$ cat src/rtl/lmw_pkg.sv
package lmw_pkg;
  localparam int unsigned DISP_W = 16;

  typedef enum logic [1:0] {
    ST_IDLE = 2'd0,
    ST_REQ  = 2'd1,
    ST_WAIT = 2'd2,
    ST_DONE = 2'd3
  } lmw_state_e;
endpackage

$ cat src/rtl/lmw_ea_calc.sv
module lmw_ea_calc #(
  parameter int unsigned ADDR_W = 64,
  parameter int unsigned REG_W  = 5,
  parameter int unsigned DISP_W = 16
) (
  input  logic [REG_W-1:0]  base_reg_i,
  input  logic [ADDR_W-1:0] base_val_i,
  input  logic [DISP_W-1:0] disp_i,
  output logic [ADDR_W-1:0] ea_o
);
  logic [ADDR_W-1:0] base_sel;
  logic [ADDR_W-1:0] disp_ext;

  // register 0 as base means literal zero
  assign base_sel = (base_reg_i == '0) ? '0 : base_val_i;
  assign disp_ext = ADDR_W'($signed(disp_i));
  assign ea_o     = base_sel + disp_ext;
endmodule

$ cat src/rtl/lmw_zext.sv
module lmw_zext #(
  parameter int unsigned WORD_W = 32,
  parameter int unsigned XLEN   = 64
) (
  input  logic [WORD_W-1:0] word_i,
  output logic [XLEN-1:0]   data_o
);
  generate
    if (XLEN > WORD_W) begin : g_pad
      assign data_o = {{(XLEN-WORD_W){1'b0}}, word_i};
    end else begin : g_trunc
      assign data_o = word_i[XLEN-1:0];
    end
  endgenerate
endmodule

$ cat src/rtl/lmw_fsm.sv
module lmw_fsm
  import lmw_pkg::*;
#(
  parameter int unsigned ADDR_W = 64,
  parameter int unsigned REG_W  = 5,
  parameter int unsigned WORD_W = 32
) (
  input  logic              clk_i,
  input  logic              rst_ni,
  input  logic              start_i,
  input  logic [REG_W-1:0]  start_rt_i,
  input  logic [ADDR_W-1:0] ea_i,
  input  logic              mem_gnt_i,
  input  logic              mem_rvalid_i,
  output logic              mem_req_o,
  output logic [ADDR_W-1:0] mem_addr_o,
  output logic              rf_we_o,
  output logic [REG_W-1:0]  rf_waddr_o,
  output logic              busy_o,
  output logic              done_o
);
  localparam logic [REG_W-1:0]  LAST_REG = '1;
  localparam logic [ADDR_W-1:0] STEP     = ADDR_W'(WORD_W / 8);

  lmw_state_e        state_q;
  logic [REG_W-1:0]  reg_q;
  logic [ADDR_W-1:0] addr_q;

  always_ff @(posedge clk_i or negedge rst_ni) begin
    if (!rst_ni) begin
      state_q <= ST_IDLE;
      reg_q   <= '0;
      addr_q  <= '0;
    end else begin
      unique case (state_q)
        ST_IDLE: if (start_i) begin
          state_q <= ST_REQ;
          reg_q   <= start_rt_i;
          addr_q  <= ea_i;
        end
        ST_REQ: if (mem_gnt_i) state_q <= ST_WAIT;
        ST_WAIT: if (mem_rvalid_i) begin
          if (reg_q == LAST_REG) begin
            state_q <= ST_DONE;
          end else begin
            state_q <= ST_REQ;
            reg_q   <= reg_q + 1'b1;
            addr_q  <= addr_q + STEP;
          end
        end
        ST_DONE: state_q <= ST_IDLE;
        default: state_q <= ST_IDLE;
      endcase
    end
  end

  assign mem_req_o  = (state_q == ST_REQ);
  assign mem_addr_o = addr_q;
  assign rf_we_o    = (state_q == ST_WAIT) && mem_rvalid_i;
  assign rf_waddr_o = reg_q;
  assign busy_o     = (state_q != ST_IDLE);
  assign done_o     = (state_q == ST_DONE);

  assert_start_loads_R2: assert property (@(posedge clk_i) disable iff (!rst_ni)
    (start_i && !busy_o) |=> (mem_req_o && rf_waddr_o == $past(start_rt_i)));

  assert_single_outstanding_R4: assert property (@(posedge clk_i) disable iff (!rst_ni)
    (mem_req_o && mem_gnt_i) |=> !mem_req_o);

  assert_step_R6: assert property (@(posedge clk_i) disable iff (!rst_ni)
    (rf_we_o && rf_waddr_o != LAST_REG) |=>
      (mem_req_o && mem_addr_o == $past(mem_addr_o) + STEP
                 && rf_waddr_o == $past(rf_waddr_o) + 1'b1));

  assert_done_after_last_R8: assert property (@(posedge clk_i) disable iff (!rst_ni)
    (rf_we_o && rf_waddr_o == LAST_REG) |=> done_o);

  assert_done_pulse_R8: assert property (@(posedge clk_i) disable iff (!rst_ni)
    done_o |=> !done_o);

  assert_start_ignored_R9: assert property (@(posedge clk_i) disable iff (!rst_ni)
    (busy_o && start_i && !rf_we_o) |=> $stable(rf_waddr_o) && $stable(mem_addr_o));
endmodule

$ cat src/rtl/lmw_seq.sv
module lmw_seq
  import lmw_pkg::*;
#(
  parameter int unsigned ADDR_W = 64,
  parameter int unsigned REG_W  = 5,
  parameter int unsigned WORD_W = 32,
  parameter int unsigned XLEN   = 64
) (
  input  logic              clk_i,
  input  logic              rst_ni,
  input  logic              start_i,
  input  logic [REG_W-1:0]  start_rt_i,
  input  logic [REG_W-1:0]  base_reg_i,
  input  logic [ADDR_W-1:0] base_val_i,
  input  logic [DISP_W-1:0] disp_i,
  output logic              busy_o,
  output logic              done_o,
  output logic              mem_req_o,
  output logic [ADDR_W-1:0] mem_addr_o,
  input  logic              mem_gnt_i,
  input  logic              mem_rvalid_i,
  input  logic [WORD_W-1:0] mem_rdata_i,
  output logic              rf_we_o,
  output logic [REG_W-1:0]  rf_waddr_o,
  output logic [XLEN-1:0]   rf_wdata_o
);
  logic [ADDR_W-1:0] ea;

  lmw_ea_calc #(.ADDR_W(ADDR_W), .REG_W(REG_W), .DISP_W(DISP_W)) u_ea (
    .base_reg_i (base_reg_i),
    .base_val_i (base_val_i),
    .disp_i     (disp_i),
    .ea_o       (ea)
  );

  lmw_fsm #(.ADDR_W(ADDR_W), .REG_W(REG_W), .WORD_W(WORD_W)) u_fsm (
    .clk_i        (clk_i),
    .rst_ni       (rst_ni),
    .start_i      (start_i),
    .start_rt_i   (start_rt_i),
    .ea_i         (ea),
    .mem_gnt_i    (mem_gnt_i),
    .mem_rvalid_i (mem_rvalid_i),
    .mem_req_o    (mem_req_o),
    .mem_addr_o   (mem_addr_o),
    .rf_we_o      (rf_we_o),
    .rf_waddr_o   (rf_waddr_o),
    .busy_o       (busy_o),
    .done_o       (done_o)
  );

  lmw_zext #(.WORD_W(WORD_W), .XLEN(XLEN)) u_zext (
    .word_i (mem_rdata_i),
    .data_o (rf_wdata_o)
  );

  assert_upper_zero_R5: assert property (@(posedge clk_i) disable iff (!rst_ni)
    rf_we_o |-> (rf_wdata_o[XLEN-1:WORD_W] == '0));

  assert_we_needs_busy_R5: assert property (@(posedge clk_i) disable iff (!rst_ni)
    rf_we_o |-> (busy_o && !mem_req_o));
endmodule

$ cat config.mk
export PLATFORM = sky130hd
export DESIGN_NAME = lmw_seq
export DESIGN_NICKNAME = d
export VERILOG_FILES = /design/src/rtl/lmw_pkg.sv /design/src/rtl/lmw_ea_calc.sv /design/src/rtl/lmw_zext.sv /design/src/rtl/lmw_fsm.sv /design/src/rtl/lmw_seq.sv
export SDC_FILE = /design/constraint.sdc
export NUM_CORES = 1
export LEC_CHECK = 0
export ABC_AREA = 1
export CAP_MARGIN = 20
export CORE_MARGIN = 2
export CORE_UTILIZATION = 57
export DETAILED_ROUTE_END_ITERATION = 12
export PLACE_DENSITY = 0.91
export SKIP_LAST_GASP = 1
export SYNTH_ARGS = -nofsm -noshare
export SYNTH_HDL_FRONTEND = slang
export SYNTH_SLANG_ARGS = --single-unit
$ cat constraint.sdc
create_clock -name clk_i -period 3.6 [get_ports clk_i]
set_input_delay 0.72 -clock clk_i [delete_from_list [all_inputs] [get_ports clk_i]]
set_output_delay 0.72 -clock clk_i [all_outputs]
set_load 0.005 [all_outputs]
==> summary.txt <==
worst skew pair latency = 340 ps
worst setup path class = in -> reg
# nets final = 2641
Reg-to-Reg Start = u_fsm.mem_addr_o[2]
vias per cell = 5.40
Relative slew margins = 41.0%
Power Density = 530 nW/um2
total power = 0.00786 W
IO Pins = 264
CTS sink count = 71
fraction of layout cells with a size suffix above 1 = 9.99%
DR vias = 14686
clock root buffer = clkbuf_16
critical path required time = 3820 ps
syn avg cell area = 5.41 um2
CTS tree = built
site row count = 52
gr ovfl total = 0
hold_ws = 183 ps
largest net degree at the start of global routing = 90
Inserted Clock Buffers = 9
number of global-route vias before repair = 13476
DRT Pass-1 Iters = 6
post-route ant nets = 0
FF-to-FF path depth = 12
Post-CTS Hold Fix Bufs = 0
Mapped Cells = 2194
RSZ-0062 raised after global routing = yes
Final Critical Period = 3420 ps
CORE AREA = 20300 um2
ANT cells = 0
post-synthesis register bit count = 71
die extent in y = 148 um
Crit. Startpoint = base_reg_i[3]
CTS HTree Levels = 3
initial antenna violation count = 0
Peak VDD IR = 0.628 mV
IO Port Bufs = 167
first-pass GRT wire length = 68200 um
Area growth, synth to finish = 24.9%
cell leakage power = 8.45 nW
DIE AREA = 22000 um2
Startpoint Class = input pin
initial core utilization = 58.5%
CP Max Fanout = 9
number of synthesized flops with an enable pin = 0
Wirelength per Cell = 16.1 um
outcome = completed
Setup violations, final = 0
synth unique cells = 54
fmax = 292 MHz
Most used DFF post-synth = dfrtp_1
filler instances = 1835
floorplan die width = 148 um
sequential share of the synthesized area = 15.0%
hold violation total from the final report = 0
Final Max Slew Viols = 0
Worst-path clk slew = 60 ps
Worst Skew = 10.2 ps
Synth async-reset ratio = 100%
DRT Wirelength = 43800 um
Min-Delay Path Class = in -> async
Post-Syn Area = 11900 um2
post-route clock period utilization = 95.1%
total track usage = 39.2%
Max-Cap Viols = 0
critical path capture point type = register
Worst Tran Pin Value = 885 ps
Remaining DRCs = 0
DP Wirelength = 36300 um
Worst EP arrival = 3640 ps
iteration-0 DRC count of the detailed router = 1512
GPL Wtd Cong = 1.04
synth warn = 0
CTS Buffer Depth = 2
## power by group
part	total, W	leakage [nW]	switching (W)	internal, W
Clock	0.000844	0.129	0.000374	0.000470
Combinational	0.00518	7.51	0.00302	0.00216
Sequential	0.00184	0.812	0.000623	0.00121
Total	0.00786	8.45	0.00402	0.00384
## logic make-up after synthesis
logic type / Yosys count / share of synthesized area [%]
DFF: 71 / 15.0
AOI/OAI and AO/OA: 243 / 11.4
xor gates and xnor gates: 46 / 3.40
buffers and inverters: 530 / 19.1
adders and majority gates: 67 / 7.13
muxes: 1 / 0.0949
other: 1 / 0.0316
and+or+nand+nor: 1235 / 43.8
## worst paths after layout
path,to,slack [ps]
max in group asynchronous,u_fsm.mem_addr_o[44],2600
max,u_fsm.mem_addr_o[30],180
min reg2reg,u_fsm.mem_addr_o[0],510
min in group clk_i,u_fsm.mem_addr_o[0],510
max reg2reg,u_fsm.mem_addr_o[56],1080
min,u_fsm.mem_addr_o[16],180
## what timing repair did
action | in CTS | in global routing
resized for setup | 0 | 34
endpoints found under the hold margin | 0 | 0
setup buffers | 0 | 0
setup endpoints to repair | 0 | 47
## metrics by stage
step                      setup TNS [ps]  setup slack, ps  cell area (um2)  instances  util, %
after floorplan                        0              579            12000       2225        -
after global placement             -2190             -157            14400       2705     71.0
after detailed placement           -6240             -264            14400       2705     71.0
after CTS                              0             86.7            14700       2721     72.4
after global routing                -131            -38.6            14800       2722     73.0
final                                  0              177            14800       2722     73.0
## cells in the final DEF (no fill, tap or decap), types with 3 or more instances in the layout
cell / count
or2_2: 11
conb_1: 32
dfrtp_1: 71
a22oi_1: 11
inv_2: 12
nor3_2: 9
nor2_1: 180
clkdlybuf4s50_1: 165
xor2_1: 40
nor4_1: 5
a2bb2oi_1: 4
nand2_1: 776
inv_1: 418
nor3_1: 37
a31oi_1: 4
a21boi_1: 16
nor2_4: 5
nand3_2: 9
o21ai_0: 31
nand3_1: 128
nand4_1: 19
buf_12: 3
o21bai_1: 10
o21ai_1: 29
nor2_2: 16
ha_1: 64
a21oi_2: 5
clkbuf_16: 9
nand2_2: 11
a21oi_1: 123
xnor2_1: 6
clkinv_1: 3
buf_4: 136
nand3b_1: 14
nor3b_1: 4
## synthesized netlist by cell type, types with 2 or more instances
library cell,n,share of area [%]
nand4_1,19,1.0
inv_2,12,0.38
o21ai_1,27,1.1
a21boi_1,17,1.1
and2_1,2,0.11
nand3_2,2,0.17
clkbuf_1,12,0.38
or2_2,11,0.58
nor3b_1,4,0.25
nor3_2,7,0.59
or2_1,2,0.11
xor2_1,40,3.0
nand2_1,783,25
o21ai_0,33,1.4
o21a_1,2,0.13
a31oi_1,4,0.21
nor3_1,39,1.6
clkinv_1,3,0.095
a21oi_1,128,5.4
nand2_2,4,0.21
nor2_1,188,5.9
o31ai_1,2,0.13
buf_1,6,0.19
buf_6,2,0.19
o21bai_1,10,0.63
a22oi_1,11,0.70
buf_2,10,0.42
nand3b_1,14,0.89
xnor2_1,6,0.44
nor4_1,5,0.26
ha_1,66,7.0
nor2_2,8,0.42
nor2_4,5,0.47
nand3_1,135,5.7
dfrtp_1,71,15
a2bb2oi_1,4,0.30
inv_1,418,13
buf_4,66,4.2
## cell type report
cell class / count / area, um2 / area share, %
clock inverter: 6 / 46.3 / 0.312
timing repair buffer: 307 / 2750 / 18.6
multi-input combinational: 1624 / 8050 / 54.3
clock buffer: 10 / 229 / 1.54
tap: 270 / 338 / 2.28
inverter: 434 / 1630 / 11.0
sequential: 71 / 1780 / 12.0
## sequential cells by signal (all words and copies together), names as in the netlist
name and count:
u_fsm.state_q 2, u_fsm.rf_waddr_o 5, u_fsm.mem_addr_o 64
## critical path, cell delays in order
cell and delay [ps]:
clkdlybuf4s50_1 430, nor3_2 210, nand2_2 80, buf_4 180
buf_4 160, nand2_1 50, inv_1 40, ha_1 320
nand2_1 140, nand3_2 150, nand2_1 90, nand2_1 90
nand2_1 70, nand2_1 70, nand2_1 100, nand2_1 120
buf_4 160, or2_2 260, nand3_1 120, a2bb2oi_1 80
## metal layers
| metal | global-route usage, % | share of wire [%] | vias to the layer above |
|---|---|---|---|
| met1 | 53.2 | 41 | 6600 |
| met3 | 5.25 | 11 | 112 |
| met2 | 62.9 | 44 | 781 |
| met5 | 0 | 0 | - |
| met4 | 15.9 | 4.2 | 0 |
| li1 | - | - | 7193 |
Note: power is estimated with default switching activity, not from simulation.
